<file path="config.mk">
export PLATFORM = sky130hd
export DESIGN_NAME = refresh_timer
export DESIGN_NICKNAME = d
export VERILOG_FILES = /design/src/rtl/refresh_timer.sv
export SDC_FILE = /design/constraint.sdc
export NUM_CORES = 1
export LEC_CHECK = 0
export ABC_AREA = 1
export BUFFER_PORTS_ARGS = -buffer_cell sky130_fd_sc_hd__buf_2
export CORE_ASPECT_RATIO = 0.6
export CORE_MARGIN = 2
export CORE_UTILIZATION = 55
export DETAILED_ROUTE_END_ITERATION = 10
export GPL_ROUTABILITY_DRIVEN = 0
export PLACE_DENSITY = 0.8
export SLEW_MARGIN = 20
export SYNTH_ARGS = -nofsm -noshare
export SYNTH_HDL_FRONTEND = slang
export SYNTH_SLANG_ARGS = --single-unit
</file>
<file path="constraint.sdc">
create_clock -name clk -period 2.3 [get_ports clk]
set_clock_uncertainty 0.1 [all_clocks]
set_input_delay 0.23 -clock clk [delete_from_list [all_inputs] [get_ports clk]]
set_output_delay 0.23 -clock clk [all_outputs]
set_load 0.005 [all_outputs]
</file>
<file path="src/rtl/refresh_timer.sv">
module refresh_timer #(
  parameter int CNT_W  = 8,
  parameter int PRE_W  = 12,
  parameter int DROP_W = 8
) (
  input  logic             clk,
  input  logic             rst_n,
  input  logic             cnt_we,
  input  logic [CNT_W-1:0] cnt_wdata,
  input  logic             cmp_we,
  input  logic [CNT_W-1:0] cmp_wdata,
  input  logic             ctl_we,
  input  logic             ctl_en,
  input  logic [2:0]       ctl_sel,
  input  logic             grant,
  input  logic             done,
  output logic [CNT_W-1:0] count,
  output logic             refresh_req,
  output logic             busy,
  output logic [DROP_W-1:0] drop_count
);
  localparam logic [DROP_W-1:0] DROP_MAX = '1;

  typedef enum logic [1:0] {S_IDLE, S_REQ, S_BUSY} state_t;

  logic [PRE_W-1:0] pre;
  logic [CNT_W-1:0] cmp;
  logic             en;
  logic [2:0]       sel;
  logic [3:0]       lg;
  logic [PRE_W:0]   span;
  logic [PRE_W-1:0] mask;
  logic             tick, match, accept, drop;
  state_t           state;

  always_comb begin
    case (sel)
      3'd1:    lg = 4'd1;
      3'd2:    lg = 4'd3;
      3'd3:    lg = 4'd5;
      3'd4:    lg = 4'd7;
      3'd5:    lg = 4'd9;
      3'd6:    lg = 4'd11;
      default: lg = 4'd12;
    endcase
  end

  assign span   = ((PRE_W+1)'(1) << lg) - (PRE_W+1)'(1);
  assign mask   = span[PRE_W-1:0];
  assign tick   = (sel != 3'd0) && ((pre & mask) == mask);
  assign match  = tick && !cnt_we && (count == cmp);
  assign accept = match && en && (state == S_IDLE);
  assign drop   = match && en && (state != S_IDLE);

  assign refresh_req = (state == S_REQ);
  assign busy        = (state == S_BUSY);

  always_ff @(posedge clk or negedge rst_n) begin
    if (!rst_n) begin
      pre <= '0;
      cmp <= '0;
      en  <= 1'b0;
      sel <= 3'd0;
    end else begin
      pre <= pre + 1'b1;
      if (cmp_we) cmp <= cmp_wdata;
      if (ctl_we) begin
        en  <= ctl_en;
        sel <= ctl_sel;
      end
    end
  end

  always_ff @(posedge clk or negedge rst_n) begin
    if (!rst_n)      count <= '0;
    else if (cnt_we) count <= cnt_wdata;
    else if (match)  count <= '0;
    else if (tick)   count <= count + 1'b1;
  end

  always_ff @(posedge clk or negedge rst_n) begin
    if (!rst_n) state <= S_IDLE;
    else begin
      case (state)
        S_IDLE:  if (accept) state <= S_REQ;
        S_REQ:   if (grant)  state <= S_BUSY;
        S_BUSY:  if (done)   state <= S_IDLE;
        default: state <= S_IDLE;
      endcase
    end
  end

  always_ff @(posedge clk or negedge rst_n) begin
    if (!rst_n) drop_count <= '0;
    else if (drop && drop_count != DROP_MAX) drop_count <= drop_count + 1'b1;
  end

  p_stopped_r2: assert property (@(posedge clk) disable iff (!rst_n)
    (sel == 3'd0 && !cnt_we) |=> $stable(count));
  p_req_hold_r6: assert property (@(posedge clk) disable iff (!rst_n)
    (refresh_req && !grant) |=> refresh_req);
  p_grant_busy_r6: assert property (@(posedge clk) disable iff (!rst_n)
    (refresh_req && grant) |=> (busy && !refresh_req));
  p_busy_hold_r8: assert property (@(posedge clk) disable iff (!rst_n)
    (busy && !done) |=> (busy && !refresh_req));
  p_drop_sat_r9: assert property (@(posedge clk) disable iff (!rst_n)
    (drop_count == DROP_MAX) |=> (drop_count == DROP_MAX));
  p_write_wins_r10: assert property (@(posedge clk) disable iff (!rst_n)
    cnt_we |=> (count == $past(cnt_wdata)));
  p_no_req_when_off_r5: assert property (@(posedge clk) disable iff (!rst_n)
    (!en && !refresh_req) |=> !refresh_req);
  p_exclusive_r6: assert property (@(posedge clk) disable iff (!rst_n)
    !(refresh_req && busy));
endmodule

</file>
==> results of run 1 <==
==> stage by stage <==
step                std cells  setup WS, ps  setup TNS (ps)  cell area [um^2]
floorplan                 282         372.9               0              2270
global placement          372         246.0               0              2527
detailed placement        372         130.3               0              2527
CTS                       380         111.6               0              2614
global route              381        -6.360          -8.440              2631
finish                    381         181.8               0              2631
==> cell usage in the layout (no fill, tap or decap), types with 4 or more instances in the layout <==
cell	count
clkbuf_8	5
nand2_1	73
o21ai_0	9
inv_1	34
ha_1	4
mux2_2	5
buf_2	44
nor3_1	5
nand4_1	13
xor2_1	16
nand3_1	28
nor2_1	24
inv_2	5
dfrtp_1	42
==> repair_timing <==
item / in CTS / in global routing
hold endpoints to repair: 19 / 0
setup endpoints to repair: 0 / 15
gates resized for setup: 0 / 3
hold buffers: 1 / 0
==> synth_stat cells (2+ instances only) <==
master	number	area (um^2)
dfrtp_1	42	1051
nand2_1	74	277.8
nand3b_1	3	22.52
nand4_1	13	81.33
nor3_2	2	20.02
a21oi_1	3	15.01
nand2_2	2	12.51
o21ai_0	9	45.04
ha_1	4	50.05
nand3_1	28	140.1
nor2_4	2	22.52
inv_2	5	18.77
buf_2	2	10.01
buf_6	2	22.52
xor2_1	16	140.1
nor2_1	24	90.09
clkbuf_1	2	7.510
inv_1	34	127.6
mux2_2	5	56.30
nor3_1	5	25.02
==> cells by family (layout without fill, tap and decap cells) <==
logic type,after synthesis,in the layout,synth area share
DFF,42,42,0.4631
muxes,5,5,0.02481
AOI/OAI and AO/OA,15,15,0.03583
xor gates and xnor gates,17,17,0.06560
buffers and inverters,45,93,0.08214
adders and majority gates,4,4,0.02205
and+or+nand+nor,153,154,0.3048
other,1,1,0.001652
==> worst min-delay path by stage <==
stage | start | to | slack, ps | cells after the start
detailed placement | rst_n | pre[3]$_DFF_PN0_ | 110 | 1
floorplan | rst_n | cmp[0]$_DFFE_PN0P_ | -170 | 0
global placement | rst_n | pre[3]$_DFF_PN0_ | 100 | 1
finish | cmp_wdata[3] | cmp[3]$_DFFE_PN0P_ | 50 | 3
global route | ctl_sel[1] | sel[1]$_DFFE_PN0P_ | 50 | 3
CTS | cmp_wdata[3] | cmp[3]$_DFFE_PN0P_ | 40 | 3
==> registers in the layout, indices dropped and copies added (netlist names) <==
register,count
pre,12
cmp,8
count,8
drop_count,8
sel,3
state,2
en,1
==> power groups by stage <==
stage / Clock, mW / Combinational (mW) / Sequential, mW
2_1_floorplan: 0 / 0.147 / 0.825
3_3_place_gp: 0 / 0.208 / 0.839
3_5_place_dp: 0 / 0.215 / 0.841
4_1_cts: 0.455 / 0.218 / 0.826
5_1_grt: 0.488 / 0.247 / 0.833
6_report: 0.438 / 0.218 / 0.827
==> critical path: cells and delay by family (launching register included) <==
family	cells	cell delay (ps)
adder cells (fa/ha/maj)	1	280
flip-flops	1	410
AO/OA/AOI/OAI	1	150
buffers and inverters	1	140
AND/OR/NAND/NOR	9	930
==> area by class of cell <==
| cell class | instances | area, um^2 | area share |
|---|---|---|---|
| clock buffer | 7 | 76.32 | 0.02901 |
| inverter | 39 | 146.4 | 0.05563 |
| multi-input combinational | 196 | 1050 | 0.3990 |
| sequential | 42 | 1051 | 0.3994 |
| tap | 50 | 62.56 | 0.02378 |
| timing repair buffer | 47 | 245.2 | 0.09320 |
==> layer usage <==
layer | vias up | part of all wire | routed length [um] | track usage
met3 | 4 | 0.058 | 267 | 0.05215
li1 | 995 | - | - | -
met4 | 0 | 0.0041 | 19 | 0.04688
met2 | 56 | 0.43 | 1977 | 0.3053
met5 | - | 0 | 0 | 0
met1 | 913 | 0.51 | 2367 | 0.3088
==> impl_metrics.toml, run 1 <==
[worst_setup_path]
critPathLaunchType = "register"
cp_max_fo = 7
r2r_slack_ps = 180
cpMostUsedCell = "nand3_1"
endpoint_kind = "register"
endpoint = "drop_count[6]$_DFFE_PN0P_"
path_cells = "inv_1, nand3_1, ha_1, nor2_1, nor2_1, nand3_1, a21oi_2, nand2_2, nor2_4, nand3_1, nand2_1, nand2_1"
worstPathArrival_ps = 2190
critical_path_required_ps = 2380
crit_type = "register to register"
slowest_delay_ps = 410
crit_start = "sel[2]$_DFFE_PN0P_"
r2r_end = "drop_count[6]$_DFFE_PN0P_"
r2r_cells = 12
timing.rr.start = "sel[2]$_DFFE_PN0P_"
crit_slowest_cell = "dfrtp_1"

[routing]
drtPass1Iterations = 4
antenna_left = 0
wl_per_cell_um = 12.16
routed_wl_um = 4632
via_per_inst = 5.165
remaining_drc_errors = 0
vias = 1968
drtIter0Drc = 81

[clocking]
cts_max_path_buffers = 2
numCtsBuffers = 5
clock_latency_ps = 290
postCtsSetupBuffers = 0
tritoncts = "done"
cts.reportedPaths.clkPinSlew_ps = 80
clock-root-buffer = "clkbuf_8"
h-tree-depth = 2
clock_sinks = 42

[die]
core_um2 = 4031
num_rows = 18
die_y_um = 53.76
die_w_um = 86.93
start_util = 0.5630
ios = 45
die-area_um2 = 4673

[grt]
antenna_found_initial = 0
overflow = 0
grt_pass1_vias = 1635
grt_max_degree = 24
gr-usage-all-layers = 0.2072
grt_pass1_wl_um = 7417

[finish]
finish.utilization = 0.6527
fin_nets = 362
num_antenna_cells = 0
area.growth.synth_to_final_pct = 15.93
nFillCells = 374
drive_gt1_frac = 0.2145

[sta]
setup_viol = 0
min_period_over_period = 0.9210
holdWs_ps = 45.07
min_period_ps = 2118
max-slew-margin-rel = 0.4919
tightest_slew_ps = 759.4
fmax_mhz = 472.1
hold_viol = 0
drv_slew = 0

[power_and_ir_drop]
power.leakage_nw = 1.366
switching_power_mw = 0.3985
p_total_mw = 1.483
cellPowerDensity_nw_per_um2 = 563.6
p_seq_frac = 0.557
internal_power_mw = 1.084
p_clk_frac = 0.295
combPwrFrac = 0.147
ir_drop_uv = 310.5
sw_frac_of_total = 0.2687

[flow_run]
max-cap-violations = 0

[synthesis]
synth_edf_count = 0
ys_ff_latch = 42
async_flop_share = 1.000
syn_area_um2 = 2270
avgSynthCellArea_um2 = 8.049
synth_ff_type = "dfrtp_1"
yosysWarnings = 0
synthCells = 282
synth_nets = 313
synth.distinct_cells = 25
yosysSeqAreaShare = 0.4631

[status]
status = "finished, final reports clean"

[placement]
post-dp-hpwl_um = 3550
portBuffers = 44

[hold_path]
hp-class = "primary input to register"
No activity file was read; power rests on OpenSTA's default activity.
==> run 2: changes to the inputs <==
--- a/config.mk
+++ b/config.mk
@@ -12,6 +12,7 @@
 export CORE_UTILIZATION = 55
 export DETAILED_ROUTE_END_ITERATION = 10
 export GPL_ROUTABILITY_DRIVEN = 0
+export MAX_ROUTING_LAYER = met4
 export PLACE_DENSITY = 0.8
 export SLEW_MARGIN = 20
 export SYNTH_ARGS = -nofsm -noshare
==> impl_metrics.toml, run 2 (synthesized netlist as in run 1, its figures left out) <==
[flow_run]
max-cap-violations = 0

[worst_setup_path]
crit_slowest_cell = "dfrtp_1"
crit_type = "register to register"
critical_path_required_ps = 2380
path_cells = "inv_1, nand3_1, ha_1, nor2_1, nor2_1, nand3_1, a21oi_2, nand2_2, nor2_4, nand3_1, nand2_1, nand2_1"
cp_max_fo = 7
cpMostUsedCell = "nand3_1"
endpoint = "drop_count[6]$_DFFE_PN0P_"
worstPathArrival_ps = 2210
r2r_slack_ps = 170
slowest_delay_ps = 420
r2r_end = "drop_count[6]$_DFFE_PN0P_"
endpoint_kind = "register"
timing.rr.start = "sel[2]$_DFFE_PN0P_"
r2r_cells = 12
crit_start = "sel[2]$_DFFE_PN0P_"
critPathLaunchType = "register"

[grt]
antenna_found_initial = 0
overflow = 0
grt_pass1_wl_um = 7417
grt_max_degree = 24
grt_pass1_vias = 1638
gr-usage-all-layers = 0.2125

[routing]
wl_per_cell_um = 12.13
vias = 1958
routed_wl_um = 4621
drtIter0Drc = 75
drtPass1Iterations = 4
remaining_drc_errors = 0
via_per_inst = 5.139
antenna_left = 0

[finish]
nFillCells = 374
area.growth.synth_to_final_pct = 15.93
num_antenna_cells = 0
design_area_um2 = 2631
largest_register = "pre"
seq_area_um2 = 1051
fin_nets = 362
drive_gt1_frac = 0.2145
final_common_cell = "nand2_1"
largest_register_ffs = 12
multiInputGateArea_um2 = 1050
layout_common_cells = "73 x nand2_1, 44 x buf_2, 42 x dfrtp_1"

[placement]
dpl-instance-area_um2 = 2527
post-dp-hpwl_um = 3550
dp_slack_ps = 130.3
portBuffers = 44

[power_and_ir_drop]
internal_power_mw = 1.085
power.leakage_nw = 1.366
p_seq_frac = 0.557
cellPowerDensity_nw_per_um2 = 563.9
switching_power_mw = 0.3993
p_clk_frac = 0.296
ir_drop_uv = 311.3
sw_frac_of_total = 0.2691
combPwrFrac = 0.147

[clocking]
cts_max_path_buffers = 2
clock_sinks = 42
h-tree-depth = 2
postCtsSetupBuffers = 0
cts.reportedPaths.clkPinSlew_ps = 80
tritoncts = "done"
numCtsBuffers = 5
clock-root-buffer = "clkbuf_8"
clock_latency_ps = 290

[hold_path]
hp-class = "primary input to register"
whs_path_depth = 3

[sta]
min_period_over_period = 0.9272
tightest_slew_ps = 775.1
fmax_mhz = 468.9
setup_viol = 0
min_period_ps = 2133
hold_viol = 0
layout_setup_ws_ps = 167.5
drv_slew = 0
max-slew-margin-rel = 0.4813

[status]
status = "finished, final reports clean"

[die]
core_um2 = 4031
die_w_um = 86.93
ios = 45
start_util = 0.5630
num_rows = 18
die_y_um = 53.76
die-area_um2 = 4673
[run 2: area by class of cell]
| cell class | count | area share |
|---|---|---|
| multi-input cells | 196 | 0.3990 |
| inverters | 39 | 0.05563 |
| well taps | 50 | 0.02378 |
| repair buffers | 47 | 0.09320 |
| flip-flops and latches | 42 | 0.3994 |
| clock buffers | 7 | 0.02901 |
[run 2: worst min-delay path by stage]
stage                            start                 end
after detailed placement         rst_n    pre[3]$_DFF_PN0_
after floorplan                  rst_n  cmp[0]$_DFFE_PN0P_
after global placement           rst_n    pre[3]$_DFF_PN0_
after global routing        ctl_sel[1]  sel[1]$_DFFE_PN0P_
final                     cmp_wdata[3]  cmp[3]$_DFFE_PN0P_
after CTS                 cmp_wdata[3]  cmp[3]$_DFFE_PN0P_
[run 2: metrics by stage]
stage	setup TNS, ps	cells	hold WS, ps	total power [mW]	util
after detailed placement	0	372	105.3	1.056	0.6269
after global routing	-8.350	381	49.79	1.566	0.6527
after global placement	0	372	99.99	1.047	0.6269
final	0	381	44.81	1.484	0.6527
after floorplan	0	282	-165.6	0.9715	-
after CTS	0	380	40.69	1.500	0.6484
[run 2: per-layer routing]
metal / global-route usage / wire (um)
met1: 0.3088 / 2420
met2: 0.3053 / 1945
met3: 0.04294 / 236
met4: 0.05469 / 19
met5: - / 0
[run 2: power by group through the flow]
stage,sequential (mW),clock [mW],combinational (mW)
2_1_floorplan,0.825,0,0.147
3_3_place_gp,0.839,0,0.208
3_5_place_dp,0.841,0,0.215
4_1_cts,0.826,0.455,0.218
5_1_grt,0.833,0.485,0.247
6_report,0.827,0.439,0.219
[run 2: repair_timing]
action	CTS	global route
hold buffers	1	0
hold endpoints to repair	19	0
gates resized for setup	0	3
endpoints found under the setup margin	0	15
[run 2: critical path: cells and delay by family (launching register included)]
| family | cells | cell delay [ps] |
|---|---|---|
| AO/OA/AOI/OAI | 1 | 150 |
| adder cells (fa/ha/maj) | 1 | 280 |
| buffers and inverters | 1 | 140 |
| flip-flops | 1 | 420 |
| AND/OR/NAND/NOR | 9 | 940 |
